===== config.mk =====
export PLATFORM = sky130hd
export DESIGN_NAME = cfg_port_xlate
export DESIGN_NICKNAME = d
export VERILOG_FILES = /design/src/rtl/cfg_port_xlate.sv
export SDC_FILE = /design/constraint.sdc
export NUM_CORES = 1
export LEC_CHECK = 0
export BUFFER_PORTS_ARGS = -buffer_cell sky130_fd_sc_hd__clkbuf_2
export CAP_MARGIN = 20
export CELL_PAD_IN_SITES_DETAIL_PLACEMENT = 0
export CELL_PAD_IN_SITES_GLOBAL_PLACEMENT = 1
export CORE_ASPECT_RATIO = 1.2
export CORE_UTILIZATION = 39
export CTS_BUF_LIST = sky130_fd_sc_hd__clkbuf_16
export DETAILED_ROUTE_END_ITERATION = 10
export PLACE_DENSITY_LB_ADDON = 0.12
export SLEW_MARGIN = 25
export SYNTH_ARGS = -nofsm -noshare
export SYNTH_HDL_FRONTEND = slang
export SYNTH_SLANG_ARGS = --single-unit
export TNS_END_PERCENT = 5

===== constraint.sdc =====
create_clock -name clk -period 5.3 [get_ports clk]
set_input_delay 1.59 -clock clk [delete_from_list [all_inputs] [get_ports clk]]
set_output_delay 1.59 -clock clk [all_outputs]
set_load 0.03 [all_outputs]

===== src/rtl/cfg_port_xlate.sv =====
module cfg_port_xlate #(
  parameter int AW = 16,
  parameter logic [AW-1:0] ADDR_PORT = 16'h0CF8,
  parameter logic [AW-1:0] DATA_PORT = 16'h0CFC
) (
  input  logic          clk,
  input  logic          rst_n,
  input  logic          up_valid,
  output logic          up_ready,
  input  logic [AW-1:0] up_addr,
  input  logic [3:0]    up_be,
  input  logic          up_write,
  input  logic [31:0]   up_wdata,
  output logic          rsp_valid,
  output logic [31:0]   rsp_rdata,
  output logic          dn_valid,
  input  logic          dn_ready,
  output logic [1:0]    dn_kind,
  output logic [31:0]   dn_ad,
  output logic [3:0]    dn_be,
  output logic          dn_write,
  output logic [31:0]   dn_wdata,
  input  logic          dn_claim,
  input  logic [31:0]   dn_rdata
);
  localparam logic [1:0] K_IO = 2'b00, K_LOCAL = 2'b01, K_FWD = 2'b10;

  typedef enum logic [1:0] {S_IDLE, S_ISSUE, S_RESP} st_t;
  st_t st;
  logic [31:0] sel_q;

  wire on_addr  = up_addr[AW-1:2] == ADDR_PORT[AW-1:2];
  wire on_win   = up_addr[AW-1:2] == DATA_PORT[AW-1:2];
  wire sel_hit  = on_addr & (&up_be);
  wire cfg_hit  = on_win & sel_q[31];
  wire far_bus  = |sel_q[23:16];
  wire take     = up_valid & up_ready;

  logic [1:0]  kind_n;
  logic [31:0] ad_n;

  always_comb begin
    kind_n = K_IO;
    ad_n   = 32'(up_addr);
    if (cfg_hit) begin
      if (far_bus) begin
        kind_n = K_FWD;
        ad_n   = {8'h00, sel_q[23:2], 2'b01};
      end else begin
        kind_n = K_LOCAL;
        ad_n   = {16'h0000, sel_q[15:2], 2'b00};
      end
    end
  end

  assign up_ready  = st == S_IDLE;
  assign dn_valid  = st == S_ISSUE;
  assign rsp_valid = st == S_RESP;

  always_ff @(posedge clk) begin
    if (!rst_n) begin
      st        <= S_IDLE;
      sel_q     <= '0;
      rsp_rdata <= '0;
      dn_kind   <= K_IO;
      dn_ad     <= '0;
      dn_be     <= '0;
      dn_write  <= 1'b0;
      dn_wdata  <= '0;
    end else begin
      unique case (st)
        S_IDLE: if (take) begin
          if (sel_hit) begin
            if (up_write) sel_q <= {up_wdata[31], 7'b0, up_wdata[23:2], 2'b00};
            rsp_rdata <= up_write ? 32'h0 : sel_q;
            st        <= S_RESP;
          end else begin
            dn_kind  <= kind_n;
            dn_ad    <= ad_n;
            dn_be    <= up_be;
            dn_write <= up_write;
            dn_wdata <= up_wdata;
            st       <= S_ISSUE;
          end
        end
        S_ISSUE: if (dn_ready) begin
          rsp_rdata <= dn_write ? 32'h0 : (dn_claim ? dn_rdata : 32'hFFFF_FFFF);
          st        <= S_RESP;
        end
        default: st <= S_IDLE;
      endcase
    end
  end
endmodule



# == Yosys cells after proc, flatten, opt, wreduce, memory -nomap -nowiden ==
# Index checks and enable logic that the tools add are counted.
# totals
regBits,128
latch_bits,0
ram_bits,0
romBits,0
in_bits,90
output_inout_bits,106
wordCells,42
n_memories,0
# classes
addsub,0
n_mul,0
div_mod_pow,0
n_lt_le_gt_ge,0
n_eq_ne,7
shifts,0
muxes,15
bitwise,4
n_reduce_logical,8
# ops
cell,count
$mux W32,6
$pmux W32 S2,1
$mux W24,2
$eq A14 B10 Y1 const B,2
$reduce_and A4 Y1,3
$mux W2,5
$reduce_or A8 Y1,1
$ne A2 B1 Y1 const B,3
$pmux W2 S2,1
$and A1 B1 Y1,3
$reduce_and A3 Y1,1
$eq A2 B1 Y1 const B,1
$eq A2 B2 Y1 const B,1
$logic_not A2 Y1,1
$reduce_and A2 Y1,1
$reduce_bool A2 Y1,1
$not A1 Y1,1

# == Longest topological paths before layout ==
# logic_depth
word_depth,5
ltp_mapped,7
depth_no_buf,4

# == Worst setup path before layout ==
# OpenSTA, ideal clock, no wires.
# synth_path
path_kind,input port to flip-flop
startpoint,input up_addr[13]
endpoint,register dn_kind[0]
setup_ns,0.121
arrival_ns,3.322
t_required_ns,5.179
setup_slack_ns,1.857
path_stages,4
path_buffers,0
cell_sequence,or4_1 -> or4_4 -> o21ai_4 -> mux2_4
# synth_via
elab_chain_cells,4
word_cells_on_any_way,7
classes_between,eq/ne: 2; mux: 1; bitwise: 3; reduce/logical: 1
# synth_lines
element,line_no,text
"start, declared",10,"input logic [AW-1:0] up_addr,"
$eq A14 B10 Y1,32,wire on_addr = up_addr[AW-1:2] == ADDR_PORT[AW-1:2];
$and A1 B1 Y1,34,wire sel_hit = on_addr & (&up_be);
$not A1 Y1 (no source line),n/a,
$reduce_and A3 Y1 (no source line),n/a,
"end signal, assigned",78,dn_kind <= kind_n;
"end, declared",18,"output logic [1:0] dn_kind,"
# Several ways; a longest one is shown, not always the timed one.
# A chain may end at the register's enable or synchronous reset.

# == Final worst setup path ==
# layout_path
startpoint,input up_addr[13]
endpoint,register dn_ad[4]
# layout_via
elab_chain_cells,4
word_cells_on_any_way,7
classes_between,eq/ne: 2; mux: 1; bitwise: 3; reduce/logical: 1
# layout_lines
element,line_no,text
$eq A14 B10 Y1,32,
$and A1 B1 Y1,34,
$not A1 Y1 (no source line),n/a,
$reduce_and A3 Y1 (no source line),n/a,
"end signal, assigned",79,dn_ad <= ad_n;
"end, declared",19,"output logic [31:0] dn_ad,"
# Several ways; a longest one is shown, not always the timed one.

==> impl_metrics.ini <==
[outcome]
run_status = finished, violations left
violations = DRC

[pwr]
power_frac_clock = 0.471
pwr-share-seq = 0.399
p_int_mw = 1.730
power_density_mw_per_mm2 = 335.5
sw_frac_of_total = 0.2773
p_sw_uw = 664.1
power_leakage_nw = 3.362
pwr-share-comb = 0.130
max-vdd-ir-drop_v = 0.0001645

[grt]
grt.met2_usage = 0.3471
grt_pass1_wl_microns = 25450
grt_overflow = 0
track_usage = 0.2176
antenna_found_initial = 0
grt_busiest_layer = met2
grt_pass1_vias = 4996
grt_util_met3 = 0.07006
grt_max_degree = 108
grt_util_met1 = 0.2788

[synth]
ys.flop_type = dfxtp_1
synthArstFlopShare = 0
synth_cell_type_count = 40
yosysTopAreaCellShare = 0.4269
ys_seq_area_frac = 0.4269
yosysWarnings = 0
synth_edf_count = 0
syn_area_sq_mm = 0.005628
synth-seq-cells = 120
netlist_instances = 678
synth_area_leaders = dfxtp_1 43%, mux2i_1 17%, nand2_1 9.3%
synth.avg_cell_area_sq_um = 8.301
yosys.area.top_type = dfxtp_1

[finish]
post-route-cell-area_sq_mm = 0.007136
drive_gt1_frac = 0.2791
final_util = 0.5120
syn_to_final_growth_pct = 26.79
insertedDiodeCount = 0
final_cell_mix = 186 x clkbuf_2, 140 x nand2_1, 120 x dfxtp_1, 93 x mux2i_1, 56 x a21oi_1
layout.cells.non_filler = 1013
mostFrequentLayoutCell = clkbuf_2
finish.net_count = 919

[worst_hold_path]
min_path_type = reg2reg

[critical_path]
crit_arrival_ps = 4100
cpMaxStageDelayCell = or4_1
startpoint_type = input pin
cp_top_family = simple AND/OR/NAND/NOR gates
end_kind = register
worstSetupPathType = in2reg
slowest_delay_ps = 730
path_cells = clkbuf_2 -> or4_1 -> or4_4 -> o21ai_4 -> buf_4 -> mux2i_1
cp.required_ps = 5630
cp_max_fo = 15
worst-path-buf-inv = 2

[clock_tree]
cts_root_buf = clkbuf_16
clkSinkCount = 120
clock_latency_ps = 410
cts.hold.buffers_added = 0
cts_buffers = 17
clockBufferDepth = 2
cts_resized = 0
cts.clk_slew.worst_paths_ps = 60
htreeDepth = 4
post_cts_buffers = 0
cts_tree = yes

[place]
portBuffers = 187
post-dp-hpwl_microns = 11400
place_congestion = 0.7914
placed_cells = 981
place_area_sq_mm = 0.006555

[die]
die-width_microns = 111.7
ios = 196
dieArea_sq_mm = 0.01492
fp-row-count = 47
chipHeight_microns = 133.6
start_util = 0.4038
core-area_sq_mm = 0.01394

[routing]
first_iter_violations = 219
wl_per_cell_microns = 15.70
antenna_left = 0
first_pass_iters = 8
avgViaCountPerCell = 5.132
wirelength_microns = 15900
num_vias = 5199
drc = 10

[timing]
setup-violations-final = 0
setup_tns_ps = 0
hold_viol = 0
rsz0062_at_grt = false
post-route-min-period_ps = 3762
max_freq_ghz = 0.2658
relSlewSlack = 0.3687
tightest_slew_ps = 947.0
clock_skew_ps = 6.320
period_share = 0.7098
slew_violations = 0

[run]
cap_violations = 0
-- Yosys cell counts (2+ instances only) --
master	number
and2_1	2
nor2_1	3
mux2i_1	93
buf_4	8
o21ai_0	52
buf_12	2
dfxtp_1	120
nor3b_1	23
inv_1	32
buf_1	3
nor3_1	2
nand2b_1	2
nor2b_1	2
o211ai_1	8
nand3_1	35
nand2_1	140
a21oi_1	57
clkbuf_1	48
nor4_1	9
nand4_1	8
or4_1	3
buf_2	8
-- final cells by class --
cell class | count | area, sq um
clock inverter | 15 | 155.1
sequential | 120 | 2402
inverter | 33 | 123.9
tap | 171 | 214.0
multi-input combinational | 463 | 2824
fill | 1396 | 6802
timing repair buffer | 194 | 991.0
clock buffer | 17 | 425.4
-- worst reg2reg max path, cell delays in order (launching register included) --
cell and delay [ps]:
dfxtp_1 390, or3b_1 280, nor4_4 80, buf_4 220, a22oi_2 730, buf_4 500, mux2i_1 250
-- logic make-up after synthesis --
kind of cell / Yosys count / synth area share
simple gates: 238 / 0.2059
compound gates: 123 / 0.1176
flops: 120 / 0.4269
buf+inv: 102 / 0.08093
mux: 94 / 0.1681
other cells: 1 / 0.0006663
-- power by group through the flow --
stage / registers, mW / logic (mW) / clock network, mW
after global placement: 0.973 / 0.309 / 0
after global routing: 0.959 / 0.338 / 1.20
after detailed placement: 0.974 / 0.313 / 0
after floorplan: 1.04 / 0.156 / 0
final: 0.955 / 0.312 / 1.13
after CTS: 0.956 / 0.314 / 1.15
-- sequential cells by signal, summed over array words and instances, names as in the netlist --
| name | cells |
|---|---|
| rsp_rdata | 32 |
| dn_be | 4 |
| dn_write | 1 |
| sel_q | 23 |
| dn_wdata | 32 |
| dn_ad | 24 |
| st | 2 |
| dn_kind | 2 |
-- per-layer routing --
| metal | vias up | share of wire |
|---|---|---|
| met5 | - | 0 |
| met4 | 0 | 0.013 |
| met3 | 15 | 0.075 |
| met2 | 166 | 0.46 |
| met1 | 2409 | 0.45 |
| li1 | 2609 | - |
-- through the flow --
| stage | setup slack, ps | hold slack [ps] | power, mW |
|---|---|---|---|
| after floorplan | 1857 | 456.8 | 1.193 |
| after global placement | 1203 | 442.1 | 1.282 |
| after detailed placement | 1120 | 446.0 | 1.287 |
| after CTS | 1547 | 461.2 | 2.416 |
| after global routing | 1318 | 467.4 | 2.494 |
| final | 1538 | 457.6 | 2.394 |
-- final timing paths --
kind                                   from            end  slack (ps)  cells after the start
worst max register to register        st[1]  rsp_rdata[28]        2790                      6
worst min register to register     dn_be[0]       dn_be[0]         460                      2
worst min-delay path               dn_be[0]       dn_be[0]         460                      2
worst max-delay path            up_addr[13]       dn_ad[4]        1540                      6
(Power assumes the default switching activity.)
